File: src/rtl/pio_evq_pkg.sv
`timescale 1ns/1ps
package pio_evq_pkg;

    typedef enum logic { SRC_PIN = 1'b0, SRC_LATCH = 1'b1 } src_e;
    typedef enum logic { TERM_OR = 1'b0, TERM_AND = 1'b1 } term_e;

    // Field order matches control byte bits 3..0
    typedef struct packed {
        logic  porl;
        logic  spare;
        term_e term;
        src_e  src;
    } ctl_t;

    localparam ctl_t CTL_RESET = '{porl: 1'b1, spare: 1'b0, term: TERM_OR, src: SRC_PIN};

    function automatic ctl_t ctl_update(ctl_t cur, logic [3:0] wd);
        ctl_t nxt;
        nxt.porl  = cur.porl & wd[3];
        nxt.spare = wd[2];
        nxt.term  = term_e'(wd[1]);
        nxt.src   = src_e'(wd[0]);
        return nxt;
    endfunction

    function automatic logic [7:0] ctl_pack(logic vcc, ctl_t c);
        return {vcc, 3'b000, c};
    endfunction

endpackage

File: src/rtl/pio_sync_edge.sv
`timescale 1ns/1ps
module pio_sync_edge #(
    parameter int W           = 8,
    parameter int SYNC_STAGES = 2
) (
    input  logic         clk,
    input  logic         rst,
    input  logic [W-1:0] pin_async,
    input  logic         latch_clr,
    output logic [W-1:0] pin_sync,
    output logic [W-1:0] latch_q
);
    localparam int FILL_MAX = SYNC_STAGES + 1;
    localparam int FILL_W   = $clog2(FILL_MAX + 1);

    for (genvar c = 0; c < W; c++) begin : g_ch
        logic [SYNC_STAGES-1:0] stg;
        always_ff @(posedge clk) begin
            if (rst) stg <= '0;
            else     stg <= {stg[SYNC_STAGES-2:0], pin_async[c]};
        end
        assign pin_sync[c] = stg[SYNC_STAGES-1];
    end

    logic [W-1:0]      prev_q;
    logic [FILL_W-1:0] fill_q;
    logic              armed;
    logic [W-1:0]      edge_hit;

    // Edges are only trusted once the pipeline holds real samples
    assign armed    = (fill_q == FILL_W'(FILL_MAX));
    assign edge_hit = armed ? (pin_sync ^ prev_q) : '0;

    always_ff @(posedge clk) begin
        if (rst) begin
            prev_q  <= '0;
            fill_q  <= '0;
            latch_q <= '0;
        end else begin
            prev_q  <= pin_sync;
            if (!armed) fill_q <= fill_q + FILL_W'(1);
            latch_q <= (latch_q & ~{W{latch_clr}}) | edge_hit;
        end
    end


    latch_sticky_chk: assert property (@(posedge clk) disable iff (rst)
        !latch_clr |=> ((latch_q & $past(latch_q)) == $past(latch_q)));

    latch_clear_chk: assert property (@(posedge clk) disable iff (rst)
        (latch_clr && edge_hit == '0) |=> (latch_q == '0));

    clr_keeps_edge_chk: assert property (@(posedge clk) disable iff (rst)
        (latch_clr && edge_hit != '0) |=> ((latch_q & $past(edge_hit)) == $past(edge_hit)));

endmodule

File: src/rtl/pio_cfg_regs.sv
`timescale 1ns/1ps
module pio_cfg_regs
    import pio_evq_pkg::*;
#(
    parameter int W = 8
) (
    input  logic         clk,
    input  logic         rst,
    input  logic         vcc_present,
    input  logic         mask_we,
    input  logic [W-1:0] mask_wdata,
    input  logic         pol_we,
    input  logic [W-1:0] pol_wdata,
    input  logic         ctl_we,
    input  logic [7:0]   ctl_wdata,
    output logic [W-1:0] mask_q,
    output logic [W-1:0] pol_q,
    output ctl_t         ctl_q,
    output logic [7:0]   ctl_rd
);
    logic unused_hi_bits;
    assign unused_hi_bits = ^ctl_wdata[7:4];

    always_ff @(posedge clk) begin
        if (rst) begin
            mask_q <= '0;
            pol_q  <= '0;
            ctl_q  <= CTL_RESET;
        end else begin
            if (mask_we) mask_q <= mask_wdata;
            if (pol_we)  pol_q  <= pol_wdata;
            if (ctl_we)  ctl_q  <= ctl_update(ctl_q, ctl_wdata[3:0]);
        end
    end

    assign ctl_rd = ctl_pack(vcc_present, ctl_q);


    porl_no_set_chk: assert property (@(posedge clk) disable iff (rst)
        !$rose(ctl_q.porl));

    spare_write_chk: assert property (@(posedge clk) disable iff (rst)
        ctl_we |=> (ctl_rd[2] == $past(ctl_wdata[2])));

endmodule

File: src/rtl/pio_match.sv
`timescale 1ns/1ps
module pio_match
    import pio_evq_pkg::*;
#(
    parameter int W = 8
) (
    input  logic         clk,
    input  logic         rst,
    input  logic [W-1:0] pin_sync,
    input  logic [W-1:0] latch_q,
    input  logic [W-1:0] mask,
    input  logic [W-1:0] pol,
    input  logic         porl,
    input  term_e        term,
    input  src_e         src,
    output logic         cond_met
);
    logic [W-1:0] source;
    logic [W-1:0] hit;
    logic         any_hit;
    logic         all_hit;
    logic         chan_ok;

    assign source  = (src == SRC_LATCH) ? latch_q : pin_sync;
    assign hit     = mask & ~(source ^ pol);
    assign any_hit = |hit;
    assign all_hit = (mask != '0) && (hit == mask);
    assign chan_ok = (term == TERM_AND) ? all_hit : any_hit;

    always_ff @(posedge clk) begin
        if (rst) cond_met <= 1'b1;
        else     cond_met <= porl | chan_ok;
    end


    porl_forces_chk: assert property (@(posedge clk) disable iff (rst)
        porl |=> cond_met);

    empty_mask_chk: assert property (@(posedge clk) disable iff (rst)
        (mask == '0 && !porl) |=> !cond_met);

endmodule

File: src/rtl/pio_event_qual.sv
`timescale 1ns/1ps
module pio_event_qual
    import pio_evq_pkg::*;
#(
    parameter int W           = 8,
    parameter int SYNC_STAGES = 2
) (
    input  logic         clk,
    input  logic         rst,
    input  logic [W-1:0] pin_in,
    input  logic         vcc_present,
    input  logic         latch_clr,
    input  logic         mask_we,
    input  logic [W-1:0] mask_wdata,
    input  logic         pol_we,
    input  logic [W-1:0] pol_wdata,
    input  logic         ctl_we,
    input  logic [7:0]   ctl_wdata,
    output logic [W-1:0] pin_state,
    output logic [W-1:0] latch_state,
    output logic [W-1:0] mask_rd,
    output logic [W-1:0] pol_rd,
    output logic [7:0]   ctl_rd,
    output logic         cond_met
);
    ctl_t ctl_q;

    pio_sync_edge #(.W(W), .SYNC_STAGES(SYNC_STAGES)) u_sync (
        .clk       (clk),
        .rst       (rst),
        .pin_async (pin_in),
        .latch_clr (latch_clr),
        .pin_sync  (pin_state),
        .latch_q   (latch_state)
    );

    pio_cfg_regs #(.W(W)) u_cfg (
        .clk         (clk),
        .rst         (rst),
        .vcc_present (vcc_present),
        .mask_we     (mask_we),
        .mask_wdata  (mask_wdata),
        .pol_we      (pol_we),
        .pol_wdata   (pol_wdata),
        .ctl_we      (ctl_we),
        .ctl_wdata   (ctl_wdata),
        .mask_q      (mask_rd),
        .pol_q       (pol_rd),
        .ctl_q       (ctl_q),
        .ctl_rd      (ctl_rd)
    );

    pio_match #(.W(W)) u_match (
        .clk      (clk),
        .rst      (rst),
        .pin_sync (pin_state),
        .latch_q  (latch_state),
        .mask     (mask_rd),
        .pol      (pol_rd),
        .porl     (ctl_q.porl),
        .term     (ctl_q.term),
        .src      (ctl_q.src),
        .cond_met (cond_met)
    );

endmodule

File: config.mk
export PLATFORM = sky130hd
export DESIGN_NAME = pio_event_qual
export DESIGN_NICKNAME = d
export VERILOG_FILES = /design/src/rtl/pio_evq_pkg.sv /design/src/rtl/pio_sync_edge.sv /design/src/rtl/pio_cfg_regs.sv /design/src/rtl/pio_match.sv /design/src/rtl/pio_event_qual.sv
export SDC_FILE = /design/constraint.sdc
export NUM_CORES = 1
export LEC_CHECK = 0
export BUFFER_PORTS_ARGS = -buffer_cell sky130_fd_sc_hd__buf_2
export CELL_PAD_IN_SITES_DETAIL_PLACEMENT = 0
export CELL_PAD_IN_SITES_GLOBAL_PLACEMENT = 1
export CORE_MARGIN = 3
export CORE_UTILIZATION = 25
export CTS_CLUSTER_DIAMETER = 200
export DETAILED_ROUTE_END_ITERATION = 8
export GPL_ROUTABILITY_DRIVEN = 0
export GPL_TIMING_DRIVEN = 0
export HOLD_SLACK_MARGIN = 0.12
export PLACE_DENSITY = 0.67
export RECOVER_POWER = 100
export SYNTH_ARGS = -nofsm -noshare
export SYNTH_HDL_FRONTEND = slang
export SYNTH_HIERARCHICAL = 1
export SYNTH_SLANG_ARGS = --single-unit
File: constraint.sdc
create_clock -name clk -period 1.6 [get_ports clk]
set_input_delay 0.08 -clock clk [delete_from_list [all_inputs] [get_ports clk]]
set_output_delay 0.08 -clock clk [all_outputs]
set_load 0.005 [all_outputs]
=== After elaboration in Yosys (flattened, before gate mapping) ===
Cells that the tools add are included.

* Reduce and logical (&&, ||, !) cells: 3
* Equal/unequal tests: 2
* Add/sub/neg operators: 1
* Mux-type cells: 3
* Bitwise operators: 9

{| class="wikitable"
|+ Operator list
! kind !! count
|-
| bitwise AND 8 bit || 2
|-
| two-way mux 8 bit || 2
|-
| inverter 8 bit || 2
|-
| bitwise XOR 8 bit || 2
|-
| equality test 8 bit || 1
|-
| bitwise OR 8 bit || 1
|-
| nonzero test 8 bit || 1
|-
| OR reduction 8 bit || 1
|-
| adder 2 x 1 -> 2 bit (second input constant) || 1
|-
| equality test 2 bit (second input constant) || 1
|-
| bitwise AND 1 bit || 1
|-
| logical AND 1 bit || 1
|-
| two-way mux 1 bit || 1
|-
| bitwise OR 1 bit || 1
|}

* Bits of input ports: 39
* Flip-flop bits (word level): 55

=== Depth between registers and ports, before layout ===
Gate-level depths: netlist of run 1.

* Depth in word-level cells: 8
* Gate-level depth with buffers: 6
* Depth with buffers taken out: 5

=== By module ===
The synthesis of run 1 kept the hierarchy.

{| class="wikitable"
|+ Modules (own cells, without submodules)
! module !! area each (um^2) !! cells each !! instances !! sequential area each (um^2)
|-
| pio_sync_edge || 1141.1 || 101 || 1 || 680.7
|-
| pio_cfg_regs || 772.0 || 73 || 1 || 400.4
|-
| pio_match || 405.4 || 50 || 1 || 20.0
|}

=== Least setup slack after synthesis of run 1 ===
No wires, ideal clock.

* Kind: flip-flop to flip-flop
* Start point: reg u_cfg/ctl_q[0] (netlist name)
* End point: reg u_match.cond_met
* Library setup time: 0.125 ns
* Required time: 1.475 ns
* Clock period less this slack: 1.489 ns
* Cell stages (with the launch flop): 7
* Path buffers: 1
* Arrival time: 1.364 ns
* Setup slack: 0.111 ns
* Path through: dfxtp_1 -> buf_6 -> mux2i_2 -> mux2i_1 -> nor4_2 -> a31o_1 -> o211ai_2

* Cells in the longest elaborated chain, start to end: 8
* Elaborated cells on any way between the ends: 9

{| class="wikitable"
|+ Ends and longest elaborated chain
! element !! RTL line !! source
|-
| two-way mux 8 bit (*) || pio_match.sv:24 || <nowiki>assign source = (src == SRC_LATCH) ? latch_q : pin_sync;</nowiki>
|-
| bitwise XOR 8 bit (*) || pio_match.sv:25 || <nowiki>assign hit = mask & ~(source ^ pol);</nowiki>
|-
| inverter 8 bit (*) || pio_match.sv:25 ||
|-
| bitwise AND 8 bit (*) || pio_match.sv:25 ||
|-
| equality test 8 bit || pio_match.sv:27 || <nowiki>assign all_hit = (mask != '0) && (hit == mask);</nowiki>
|-
| logical AND 1 bit || pio_match.sv:27 ||
|-
| two-way mux 1 bit (*) || pio_match.sv:28 || <nowiki>assign chan_ok = (term == TERM_AND) ? all_hit : any_hit;</nowiki>
|-
| bitwise OR 1 bit (*) || pio_match.sv:32 || <nowiki>else cond_met <= porl | chan_ok;</nowiki>
|-
| end signal, assigned || pio_match.sv:32 ||
|-
| end, declared || pio_match.sv:16 || <nowiki>output logic cond_met</nowiki>
|}

Mark *: on every way between the ends. The rest lies on a longest branch, timed or not.
A chain may end at the register's enable or synchronous reset.

=== Worst setup path in the final report of run 1 ===
* Start point: reg u_cfg/ctl_q[0] (netlist name)
* End point: reg u_match.cond_met

* Cells in the longest elaborated chain, start to end: 8
* Elaborated cells on any way between the ends: 9

{| class="wikitable"
|+ Ends and longest elaborated chain
! element !! RTL line
|-
| two-way mux 8 bit (*) || pio_match.sv:24
|-
| bitwise XOR 8 bit (*) || pio_match.sv:25
|-
| inverter 8 bit (*) || pio_match.sv:25
|-
| bitwise AND 8 bit (*) || pio_match.sv:25
|-
| equality test 8 bit || pio_match.sv:27
|-
| logical AND 1 bit || pio_match.sv:27
|-
| two-way mux 1 bit (*) || pio_match.sv:28
|-
| bitwise OR 1 bit (*) || pio_match.sv:32
|}

Marks and branches as above.

==> parameters.txt, run 1 <==
Parameter                              Value

STA
  Setup Viol. Count Final    0
  Final worst path period share    0.9952
  Unrepaired setup endpoints after global routing    yes
  Final number of max-transition violations    0
  Post-route clock skew    0.007585 ns
  Number of hold violations in the final report    0
  Final critical-path required period    1.592 ns
  FMAX    628.0 MHz

Layout
  Area grow syn2layout    48.52%
  Antenna cells    0
  Multi-input gate area in the final layout    0.001046 sq mm
  Share of final-layout standard cells stronger than drive strength 1    0.2792
  Register Area    0.001105 sq mm
  Number of nets in the finished design    391
  Final standard cell area without fillers    0.003443 sq mm
  Non-filler instance count after layout    459
  FILL cells    923

Global route
  Largest net degree at the start of global routing    18
  Global-route wire length before repair    8.907 mm
  Total global routing overflow    0
  Number of global-route vias before repair    1854
  GRT Overall Usage    0.1105
  Antenna violations before repair    0

Routing
  Routed Antenna Nets    0
  Detail Route met3 WL    323 um
  Amount of wire on met2 after detailed routing    about 2.8 mm
  Post-Route M1 WL    2.441 mm
  Via-to-Cell Ratio    between 4 and 5
  Number of DRC markers after the initial detailed-route iteration    between 40 and 50
  Vias post-DR    1881
  Router iterations before antenna repair    4
  Top routing layer in use    met4
  Avg WL per Cell    about 12 um
  Residual DRC    0
  Total wirelength of the detailed-routed design    approximately 5.6 mm

CTS
  Clock root buffer master    sky130_fd_sc_hd__clkbuf_8
  CTS tree    yes
  Later-pin clock latency in the skew report    0.31 ns
  Sinks on Clock Net    between 50 and 60
  H-tree lvl count    2
  Clock buffer count from CTS    5
  Clock-pin slew reported for the worst setup and hold paths after clock tree synthesis    0.10 ns
  Deepest clock path buffer count    2

Power
  Share of total power in sequential cells    0.541
  P_sw    0.7125 mW
  Cell-internal power    2.058 mW
  Clock network power share    0.278
  Relative contribution of combinational cells to total power    0.181
  Worst IR Drop VDD    0.3827 mV
  Leakage component of the power    about 1.5 nW
  Total power density per cell area    804.7 mW/mm^2
  Net switching share of the total power    0.2571
  Pwr Total    approximately 2.8 mW

Synth
  Combined area of all synthesized cells    about 0.0023 sq mm
  Post-synthesis sequential element count    55
  Avg Cell Area, Syn    10.35 sq um
  Area share of fa/ha/maj cells after synthesis    0.005397
  Register area share after synthesis    0.4749
  Gate count of the mapped netlist    224
  Share of synthesized area spent on multiplexers    0.1473
  Xor/xnor share of the synthesized area    0.06044
  Post-synthesis compound-gate area fraction    0.05990
  Main combinational cell family by area after synthesis    multiplexers
  Total of warnings raised by yosys    6
  Synth Area in Simple Gates    0.1462
  Number of different library cells in the post-synthesis netlist    29

Worst setup path
  Crit path kind    flip-flop to flip-flop
  Minimum setup slack among reg-to-reg paths    0.008 ns
  Crit end category    flip-flop
  Beginning of the worst register-to-register path    u_cfg/ctl_q[0]
  Nature of the critical path startpoint    flip-flop
  Required @ worst endpoint    1.79 ns
  Max FO, Critical Path    8
  Data arrival, critical path    1.79 ns
  Worst r2r dst    u_match/cond_met
  Depth of the most critical reg-to-reg path    6

Worst hold path
  Hold path depth    2
  Min-delay worst type    input port to flip-flop
  Start point of the worst hold path    latch_clr
  Hold endpoint    u_sync/latch_q[5]

Placement
  Number of port buffers    68
  DP Area    roughly 0.0028 sq mm
  Placed wire-length estimate after detailed placement    around 4 mm
  Placed insts    402

Die
  Area of the placeable core    0.008848 sq mm
  I/O pins    80
  Die X    just over 100 um
  Initial core utilization    0.2620
  Total Die Area    0.01047 sq mm
  Number of rows created at floorplan    34
  Die Ht    102.3 um

Run
  Number of max-cap violations    0

Status
  Outcome    completed
-- sequential cells by signal, indices dropped and copies added (netlist names) --
signal            flops
u_sync/latch_q        8
u_sync/fill_q         2
u_sync/prev_q         8
u_match/cond_met      1
u_cfg/mask_q          8
u_cfg/ctl_q           4
u_cfg/pol_q           8
u_sync/g_ch.stg      16
-- kinds of logic after synthesis --
| family | after synthesis |
|---|---|
| adder cells (fa/ha/maj) | 1 |
| other | 1 |
| multiplexers | 33 |
| buffers and inverters | 38 |
| AO/OA/AOI/OAI | 15 |
| flip-flops | 55 |
| XOR/XNOR | 16 |
| AND/OR/NAND/NOR | 65 |
-- placed cells by master (no fill, tap or decap), drive strengths merged --
| master | count |
|---|---|
| nand2 | 7 |
| ha | 1 |
| nor3 | 1 |
| and2b | 2 |
| xnor2 | 15 |
| o32ai | 8 |
| clkinv | 1 |
| inv | 13 |
| nor2b | 22 |
| a22oi | 1 |
| xor2 | 1 |
| a221oi | 1 |
| clkbuf | 20 |
| nand4 | 1 |
| conb | 3 |
| buf | 80 |
| o211ai | 1 |
| mux2i | 33 |
| nand3 | 2 |
| dlygate4sd3 | 49 |
| nand2b | 6 |
| a31o | 1 |
| dfxtp | 55 |
| nor2 | 22 |
| o22a | 2 |
| nor4 | 2 |
| a21o | 1 |
-- worst max-delay path, cell delays in order (launching register included) --
cell                       delay [ns]
sky130_fd_sc_hd__dfxtp_4         0.38
sky130_fd_sc_hd__buf_12          0.15
sky130_fd_sc_hd__mux2i_4         0.27
sky130_fd_sc_hd__mux2i_1         0.12
sky130_fd_sc_hd__nor4_2          0.28
sky130_fd_sc_hd__a31o_1          0.19
sky130_fd_sc_hd__o211ai_2        0.09
-- repair_timing --
item | CTS | global route
pin swaps | 0 | 1
endpoints found under the setup margin | 1 | 1
gates resized for setup | 7 | 6
setup buffers | 1 | 0
endpoints found under the hold margin | 30 | 0
hold buffers | 49 | 0
-- cells in the mapped netlist, drive strengths merged --
| cell type | count | area share |
|---|---|---|
| a21o | 1 | 0.0032 |
| a221oi | 1 | 0.0065 |
| a22oi | 1 | 0.0032 |
| a31o | 1 | 0.0038 |
| and2b | 2 | 0.0065 |
| buf | 26 | 0.085 |
| conb | 1 | 0.0016 |
| dfxtp | 55 | 0.47 |
| ha | 1 | 0.0054 |
| inv | 12 | 0.019 |
| mux2i | 33 | 0.15 |
| nand2 | 7 | 0.011 |
| nand2b | 6 | 0.016 |
| nand3 | 2 | 0.0043 |
| nand4 | 1 | 0.0027 |
| nor2 | 22 | 0.036 |
| nor2b | 22 | 0.059 |
| nor3 | 1 | 0.0022 |
| nor4 | 2 | 0.0081 |
| o211ai | 1 | 0.0054 |
| o22a | 2 | 0.0076 |
| o32ai | 8 | 0.030 |
| xnor2 | 15 | 0.057 |
| xor2 | 1 | 0.0038 |
-- power groups by stage --
stage,Clock [mW],Combinational [mW],Sequential (mW)
after detailed placement,0,0.375,1.53
after global routing,0.868,0.553,1.51
after CTS,0.814,0.497,1.50
after floorplan,0,0.249,1.52
final,0.771,0.501,1.50
after global placement,0,0.369,1.53
-- metrics by stage --
step	TNS [ns]	hold slack [ns]	setup WS [ns]	util
floorplan	0	0.1516	0.1113	-
global placement	-0.08187	0.2862	-0.08187	0.3166
detailed placement	-0.1139	0.2933	-0.1139	0.3166
CTS	0	0.2329	0.01195	0.3872
global route	-0.02711	0.2494	-0.02711	0.3891
finish	0	0.2293	0.007683	0.3891
-- how the worst max path moves through the flow --
stage                              start          endpoint  slack (ns)  cells past startpoint
after floorplan           u_cfg/ctl_q[0]  u_match/cond_met        0.11                      6
after global placement    u_cfg/ctl_q[0]  u_match/cond_met       -0.08                      6
after detailed placement  u_cfg/ctl_q[0]  u_match/cond_met       -0.11                      6
after CTS                 u_cfg/ctl_q[0]  u_match/cond_met        0.01                      6
after global routing      u_cfg/ctl_q[0]  u_match/cond_met       -0.03                      6
final                     u_cfg/ctl_q[0]  u_match/cond_met       0.008                      6
-- final cells by class --
class,count,share of cell area
flip-flops and latches,55,0.3209
multi-input cells,133,0.3038
repair buffers,118,0.2384
plain buffers,26,0.05959
well taps,108,0.03924
clock buffers,5,0.01999
inverters,12,0.01308
clock inverters,2,0.005087
-- layer usage --
layer / GRT usage / vias to the layer above
met4: 0.02725 / 0
met5: 0 / -
met3: 0.03276 / 6
li1: - / 971
met1: 0.1319 / 854
met2: 0.1944 / 50
Power figures use the tool's default switching activity.
==> run 2, diff against run 1 <==
--- a/config.mk
+++ b/config.mk
@@ -6,16 +6,17 @@
 export NUM_CORES = 1
 export LEC_CHECK = 0
 export BUFFER_PORTS_ARGS = -buffer_cell sky130_fd_sc_hd__buf_2
+export CAP_MARGIN = 15
 export CELL_PAD_IN_SITES_DETAIL_PLACEMENT = 0
 export CELL_PAD_IN_SITES_GLOBAL_PLACEMENT = 1
 export CORE_MARGIN = 3
-export CORE_UTILIZATION = 25
+export CORE_UTILIZATION = 33
 export CTS_CLUSTER_DIAMETER = 200
 export DETAILED_ROUTE_END_ITERATION = 8
 export GPL_ROUTABILITY_DRIVEN = 0
 export GPL_TIMING_DRIVEN = 0
 export HOLD_SLACK_MARGIN = 0.12
-export PLACE_DENSITY = 0.67
+export PLACE_DENSITY = 0.82
 export RECOVER_POWER = 100
 export SYNTH_ARGS = -nofsm -noshare
 export SYNTH_HDL_FRONTEND = slang
==> run 2 against run 1 <==
  * Utilization increased by 13 points
  * Die area decreased by 23%
  * Fmax decreased by 1.9%
  * Via count increased by 1.5%
  * Clock skew increased by 0.0014 ns
  * Worst hold slack improved by 0.013 ns
  * Final area decreased by 1.9%
  * Setup slack got worse by 0.031 ns
  * The run now ends with negative setup slack left
  * Power increased by 2.0%
==> parameters.txt, run 2 (same netlist as run 1, synthesis figures left out) <==
Parameter                              Value

Worst setup path
  Data arrival, critical path    1.82 ns (+0.03 ns)
  Required @ worst endpoint    1.79 ns (about the same)
  Max FO, Critical Path    8 (unchanged)
  Nature of the critical path startpoint    flip-flop
  Crit path kind    flip-flop to flip-flop
  Crit end category    flip-flop

Layout
  Antenna cells    0 (unchanged)
  Highest-count cells in the layout ignoring fill and taps    54 x sky130_fd_sc_hd__dfxtp_1, 49 x sky130_fd_sc_hd__dlygate4sd3_1, 49 x sky130_fd_sc_hd__buf_2
  FILL cells    611 (-34%)
  Reg with most FFs    u_sync/g_ch.stg
  Most common cell after layout, fill and taps aside    sky130_fd_sc_hd__dfxtp_1
  Share of final-layout standard cells stronger than drive strength 1    0.2308 (-0.04843)
  Number of nets in the finished design    390 (-0.26%)
  Area grow syn2layout    45.66%
  Flip-flop count of the largest register, all copies and words added    16 (unchanged)

Worst hold path
  Min-delay worst type    input port to flip-flop

Placement
  Number of port buffers    68 (unchanged)
  Worst-case setup slack after placement    -0.1040 ns (+0.009945 ns)
  Placed wire-length estimate after detailed placement    3.790 mm (-5.1%)

CTS
  Clock buffer count from CTS    5 (unchanged)
  CTS tree    yes
  H-tree lvl count    2 (unchanged)
  Total setup buffers inserted after CTS    0 (-1)
  Clock-pin slew reported for the worst setup and hold paths after clock tree synthesis    0.10 ns (about the same)
  Deepest clock path buffer count    2 (unchanged)
  Clock root buffer master    sky130_fd_sc_hd__clkbuf_8
  Sinks on Clock Net    55 (unchanged)
  Later-pin clock latency in the skew report    0.31 ns (about the same)

Global route
  Total global routing overflow    0 (unchanged)
  Antenna violations before repair    0 (unchanged)
  GRT Overall Usage    0.1421 (+0.03165)
  Global-route wire length before repair    9.384 mm (+5.4%)
  Largest net degree at the start of global routing    19 (+1)
  Number of global-route vias before repair    1985 (+7.1%)

Routing
  Avg WL per Cell    12.62 um (+3.1%)
  Number of DRC markers after the initial detailed-route iteration    31 (-35%)
  Residual DRC    0 (unchanged)
  Routed Antenna Nets    0 (unchanged)
  Router iterations before antenna repair    4 (unchanged)
  Total wirelength of the detailed-routed design    5.604 mm (-0.28%)
  Via-to-Cell Ratio    4.302 (+5.0%)
  Vias post-DR    1910 (+1.5%)

STA
  Transition time at the pin with the least slew margin    between 0.5 and 0.6 ns
  Number of hold violations in the final report    0 (unchanged)
  Final critical-path required period    1.623 ns (+0.03067 ns)
  Worst path setup slack after routing    -0.02299 ns (-0.03067 ns)
  Final number of max-transition violations    0 (unchanged)
  FMAX    616.1 MHz (-1.9%)
  Headroom to the max-slew limit    0.6604
  Setup Viol. Count Final    1 (+1)
  Post-route clock skew    0.009018 ns (+0.001433 ns)
  Final worst path period share    1.014 (+0.01917)
  Setup TNS after final layout    -0.02299 ns (-0.02299 ns)
  Unrepaired setup endpoints after global routing    yes

Power
  Relative contribution of combinational cells to total power    0.175 (-0.006)
  Clock network power share    0.295 (+0.017)
  Leakage component of the power    1.412 nW (-3.8%)
  P_sw    0.7224 mW (+1.4%)
  Cell-internal power    2.104 mW (+2.2%)
  Share of total power in sequential cells    0.530 (-0.011)
  Net switching share of the total power    0.2556 (-0.001502)
  Total power density per cell area    836.8 mW/mm^2 (+4.0%)
  Worst IR Drop VDD    0.4742 mV (+24%)

Status
  Outcome    finished with violations
  Violations in the final reports    negative setup slack

Die
  Area of the placeable core    0.006568 sq mm (-26%)
  I/O pins    80 (unchanged)
  Initial core utilization    0.3530 (+0.09100)
  Die Ht    89.82 um (-12%)
  Die X    89.82 um (-12%)
  Number of rows created at floorplan    29 (-15%)
  Total Die Area    0.008068 sq mm (-23%)

Run
  Number of max-cap violations    0 (unchanged)
-- run 2: power by group through the flow --
| stage | clock (mW) | sequential [mW] | combinational [mW] |
|---|---|---|---|
| floorplan | 0 | 1.52 | 0.249 |
| global placement | 0 | 1.53 | 0.366 |
| detailed placement | 0 | 1.53 | 0.377 |
| CTS | 0.866 | 1.50 | 0.498 |
| global route | 0.925 | 1.51 | 0.542 |
| finish | 0.833 | 1.50 | 0.494 |
-- run 2: final timing paths --
| path | startpoint | endpoint | slack, ns | depth (start not counted) |
|---|---|---|---|---|
| setup / recovery | u_cfg/ctl_q[0] | u_match/cond_met | -0.02 | 6 |
| hold / removal | latch_clr | u_sync/latch_q[5] | 0.24 | 2 |
| setup reg to reg | u_cfg/ctl_q[0] | u_match/cond_met | -0.02 | 6 |
| hold reg to reg | u_sync/g_ch[4].stg[0] | u_sync/g_ch[4].stg[1] | 0.44 | 1 |
-- run 2: worst max-delay path, stage by stage, from the launching register on --
cell and delay (ns):
sky130_fd_sc_hd__dfxtp_2 0.38, sky130_fd_sc_hd__buf_12 0.16, sky130_fd_sc_hd__mux2i_4 0.27, sky130_fd_sc_hd__mux2i_1 0.12, sky130_fd_sc_hd__nor4_2 0.27, sky130_fd_sc_hd__a31o_1 0.20, sky130_fd_sc_hd__o211ai_2 0.10
-- run 2: final cells by class --
| type | instances | area, sq um | area share |
|---|---|---|---|
| sequential | 55 | 1102 | 0.3264 |
| clock buffer | 6 | 82.58 | 0.02445 |
| clock inverter | 2 | 20.02 | 0.005928 |
| buffer | 26 | 177.7 | 0.05261 |
| timing repair buffer | 117 | 807.0 | 0.2390 |
| inverter | 12 | 45.04 | 0.01334 |
| multi-input combinational | 133 | 1026 | 0.3038 |
| tap | 93 | 116.4 | 0.03446 |
-- run 2: metal layers --
layer / track usage / wire (um) / vias up / share of wire
met4: 0.04342 / 74 / 0 / 0.013
met5: 0 / 0 / - / 0
met1: 0.1581 / 2378 / 869 / 0.42
li1: - / - / 973 / -
met2: 0.2556 / 2758 / 60 / 0.49
met3: 0.04841 / 391 / 8 / 0.070
-- run 2: metrics by stage --
step           cells  hold WS [ns]  utilization  cell area [sq um]  power, mW
2_1_floorplan    226        0.1516            -               2326      1.767
3_3_place_gp     387        0.2870       0.4237               2783      1.892
3_5_place_dp     387        0.2916       0.4237               2783      1.907
4_1_cts          444        0.2419       0.5201               3416      2.864
5_1_grt          444        0.2791       0.5142               3377      2.980
6_report         444        0.2424       0.5142               3377      2.826
-- run 2: what timing repair did --
action / in CTS / in global routing
hold buffers: 49 / 0
endpoints found under the setup margin: 1 / 1
gates resized for setup: 7 / 2
hold endpoints to repair: 30 / 0
==> run 3, diff against run 2 <==
--- a/config.mk
+++ b/config.mk
@@ -5,18 +5,20 @@
 export SDC_FILE = /design/constraint.sdc
 export NUM_CORES = 1
 export LEC_CHECK = 0
+export ABC_AREA = 1
 export BUFFER_PORTS_ARGS = -buffer_cell sky130_fd_sc_hd__buf_2
 export CAP_MARGIN = 15
 export CELL_PAD_IN_SITES_DETAIL_PLACEMENT = 0
 export CELL_PAD_IN_SITES_GLOBAL_PLACEMENT = 1
 export CORE_MARGIN = 3
-export CORE_UTILIZATION = 33
+export CORE_UTILIZATION = 32
 export CTS_CLUSTER_DIAMETER = 200
 export DETAILED_ROUTE_END_ITERATION = 8
 export GPL_ROUTABILITY_DRIVEN = 0
 export GPL_TIMING_DRIVEN = 0
 export HOLD_SLACK_MARGIN = 0.12
-export PLACE_DENSITY = 0.82
+export MAX_ROUTING_LAYER = met4
+export PLACE_DENSITY = 0.84
 export RECOVER_POWER = 100
 export SYNTH_ARGS = -nofsm -noshare
 export SYNTH_HDL_FRONTEND = slang
==> run 3 against run 2 <==
  * The run now ends clean
  * Area after synthesis up 16%
  * Non-clock buffer count decreased by 9
  * Setup slack better by 0.17 ns
  * Largest power group unchanged
==> parameters.txt, run 3 <==
Parameter                              Value

Worst setup path
  Max FO, Critical Path    10 (+2)
  Required @ worst endpoint    1.81 ns (+0.02 ns)
  Minimum setup slack among reg-to-reg paths    0.15 ns (+0.17 ns)
  Max stage delay cell, worst path    sky130_fd_sc_hd__dfxtp_1
  Crit end category    flip-flop
  Data arrival, critical path    1.66 ns (-0.16 ns)
  Cell chain of the critical path    inv_2 > buf_6 > nand2_2 > nand3_1 > nand3_1 > nand2_1 > nor2_1 > nand2_1 > nand2_1 > nand3_1
  Nature of the critical path startpoint    flip-flop
  Worst path max stage delay    0.49 ns (+0.11 ns)
  Crit path kind    flip-flop to flip-flop

Status
  Outcome    completed

Synth
  Number of enable-type register cells in the synthesized netlist    0 (unchanged)
  Fraction of post-synthesis cell area in the top cell type by area    0.4082 (-0.06674)
  List of most frequent post-synthesis cells    106 x sky130_fd_sc_hd__nand2_1, 75 x sky130_fd_sc_hd__nor2_1, 74 x sky130_fd_sc_hd__inv_1, 55 x sky130_fd_sc_hd__dfxtp_1, 40 x sky130_fd_sc_hd__nand3_1
  Register area share after synthesis    0.4082 (-0.06674)
  Top area cells in the synthesized netlist    sky130_fd_sc_hd__dfxtp_1 41%, sky130_fd_sc_hd__nand2_1 15%, sky130_fd_sc_hd__nor2_1 10%, sky130_fd_sc_hd__inv_1 10%, sky130_fd_sc_hd__nand3_1 7.4%
  Leading cell type by number of instances after synthesis    sky130_fd_sc_hd__nand2_1
  Proportion of synthesized flip-flops having asynchronous set or reset    0 (unchanged)
  Biggest area consumer among synthesized cells    sky130_fd_sc_hd__dfxtp_1
  Gate count of the mapped netlist    405 (+81%)
  Total of warnings raised by yosys    6 (unchanged)
  Avg Cell Area, Syn    6.661 sq um (-36%)
  Dominant synthesized flop cell    sky130_fd_sc_hd__dfxtp_1
  Number of different library cells in the post-synthesis netlist    19 (-34%)
  Post-synthesis sequential element count    55 (unchanged)
  Combined area of all synthesized cells    0.002698 sq mm (+16%)

Global route
  GRT Overall Usage    0.1444 (+0.002262)
  Total global routing overflow    0 (unchanged)
  Largest net degree at the start of global routing    19 (unchanged)
  Number of global-route vias before repair    2476 (+25%)
  Global-route wire length before repair    11.12 mm (+19%)
  Antenna violations before repair    0 (unchanged)

STA
  Post-route clock skew    0.008208 ns (-0.0008099 ns)
  Final worst path period share    0.9065 (-0.1078)
  Setup Viol. Count Final    0 (-1)
  Worst path setup slack after routing    0.1495 ns (+0.1725 ns)
  Final critical-path required period    1.450 ns (-0.1725 ns)
  FMAX    689.4 MHz (+12%)
  Fin Hold WS    0.1549 ns (-0.08746 ns)
  Number of hold violations in the final report    0 (unchanged)
  Final number of max-transition violations    0 (unchanged)
  Setup TNS after final layout    0 ns (+0.02299 ns)
  Unrepaired setup endpoints after global routing    no

Routing
  Residual DRC    0 (unchanged)
  Total wirelength of the detailed-routed design    6.580 mm (+17%)
  Number of DRC markers after the initial detailed-route iteration    68 (+120%)
  Avg WL per Cell    10.58 um (-16%)
  Via-to-Cell Ratio    4.240 (-1.4%)
  Routed Antenna Nets    0 (unchanged)
  Router iterations before antenna repair    4 (unchanged)
  Vias post-DR    2637 (+38%)

CTS
  H-tree lvl count    2 (unchanged)
  Later-pin clock latency in the skew report    0.32 ns (about the same)
  Count of cells resized by post-cts repair    0 (-7)
  Clock buffer count from CTS    5 (unchanged)
  Deepest clock path buffer count    2 (unchanged)
  CTS tree    yes
  Sinks on Clock Net    55 (unchanged)
  Clock root buffer master    sky130_fd_sc_hd__clkbuf_8
  Clock-pin slew reported for the worst setup and hold paths after clock tree synthesis    0.11 ns (about the same)
  Total setup buffers inserted after CTS    0 (unchanged)
  Hold bufs inserted after CTS    36 (-27%)

Power
  Worst IR Drop VDD    0.3596 mV (-24%)
  Leakage component of the power    1.808 nW (+28%)
  Pwr Total    2.860 mW (+1.2%)
  Total power density per cell area    806.9 mW/mm^2 (-3.6%)
  P_sw    0.8286 mW (+15%)
  Cell-internal power    2.031 mW (-3.4%)
  Share of total power in sequential cells    0.531 (about the same)
  Relative contribution of combinational cells to total power    0.188 (+0.013)
  Net switching share of the total power    0.2897 (+0.03408)
  Clock network power share    0.281 (-0.014)

Placement
  Worst-case setup slack after placement    0.1710 ns (+0.2750 ns)
  Placed wire-length estimate after detailed placement    5.084 mm (+34%)
  Number of port buffers    69 (+1.5%)

Die
  Total Die Area    0.009568 sq mm (+19%)
  Number of rows created at floorplan    32 (+10%)
  Die X    97.82 um (+8.9%)
  Area of the placeable core    0.007968 sq mm (+21%)
  Die Ht    97.82 um (+8.9%)
  Initial core utilization    0.3386 (-0.01445)
  I/O pins    80 (unchanged)

Layout
  Highest-count cells in the layout ignoring fill and taps    106 x sky130_fd_sc_hd__nand2_1, 75 x sky130_fd_sc_hd__nor2_1, 74 x sky130_fd_sc_hd__inv_1
  Share of final-layout standard cells stronger than drive strength 1    0.1808 (-0.05000)
  Fin util    0.4449 (-0.06931)
  Reg with most FFs    u_sync/g_ch.stg
  Number of nets in the finished design    559 (+43%)
  Area grow syn2layout    31.40%
  Most common cell after layout, fill and taps aside    sky130_fd_sc_hd__nand2_1
  Antenna cells    0 (unchanged)
  FILL cells    843 (+38%)
  Flip-flop count of the largest register, all copies and words added    16 (unchanged)

Worst hold path
  Min-delay worst type    input port to flip-flop

Run
  Number of max-cap violations    0 (unchanged)
-- run 3: worst max-delay path: cells and delay by family, from the launching register on --
kind | cells | cell delay (ns)
buf+inv | 2 | 0.26
flops | 1 | 0.49
simple gates | 8 | 0.60
-- run 3: worst paths after layout --
path	startpoint	endpoint	cells after the start
min	latch_clr	u_sync/latch_q[0]	4
max	u_cfg/ctl_q[0]	u_match/cond_met	10
min reg2reg	u_sync/g_ch[0].stg[0]	u_sync/g_ch[0].stg[1]	2
max reg2reg	u_cfg/ctl_q[0]	u_match/cond_met	10
-- run 3: per-stage QoR --
| stage | instances | cell area (sq um) |
|---|---|---|
| 2_1_floorplan | 407 | 2705 |
| 3_3_place_gp | 578 | 3178 |
| 3_5_place_dp | 578 | 3178 |
| 4_1_cts | 622 | 3630 |
| 5_1_grt | 622 | 3545 |
| 6_report | 622 | 3545 |
-- run 3: cell families (layout without fill, tap and decap cells) --
kind of cell    count (synthesis)  count (layout)  share of synthesized area
compound gates                 10              10                    0.02226
xor+xnor                        1               1                   0.003247
fa+ha+maj                       1               1                   0.004637
buf+inv                       104             217                     0.2022
flops                          55              55                     0.4082
other cells                     1               3                   0.001390
simple gates                  233             233                     0.3581
-- run 3: power by group through the flow --
| stage | clock [mW] | sequential [mW] | combinational, mW |
|---|---|---|---|
| after detailed placement | 0 | 1.55 | 0.499 |
| after floorplan | 0 | 1.54 | 0.342 |
| final | 0.804 | 1.52 | 0.537 |
| after CTS | 0.829 | 1.52 | 0.568 |
| after global placement | 0 | 1.55 | 0.486 |
| after global routing | 0.870 | 1.53 | 0.616 |
-- run 3: area by class of cell --
type | count | area (sq um) | share of cell area
multi-input cells | 248 | 1059 | 0.2986
well taps | 102 | 127.6 | 0.03600
inverters | 75 | 281.5 | 0.07942
repair buffers | 105 | 685.7 | 0.1934
flip-flops and latches | 55 | 1101 | 0.3106
plain buffers | 29 | 198.9 | 0.05612
clock buffers | 5 | 68.82 | 0.01941
clock inverters | 3 | 22.52 | 0.006354
-- run 3: per-layer routing --
| layer | track usage | vias up | part of all wire |
|---|---|---|---|
| met2 | 0.2314 | 67 | 0.44 |
| met1 | 0.1832 | 1164 | 0.49 |
| met3 | 0.03643 | 6 | 0.060 |
| met4 | 0.03514 | 0 | 0.0074 |
| met5 | - | - | 0 |
| li1 | - | 1400 | - |
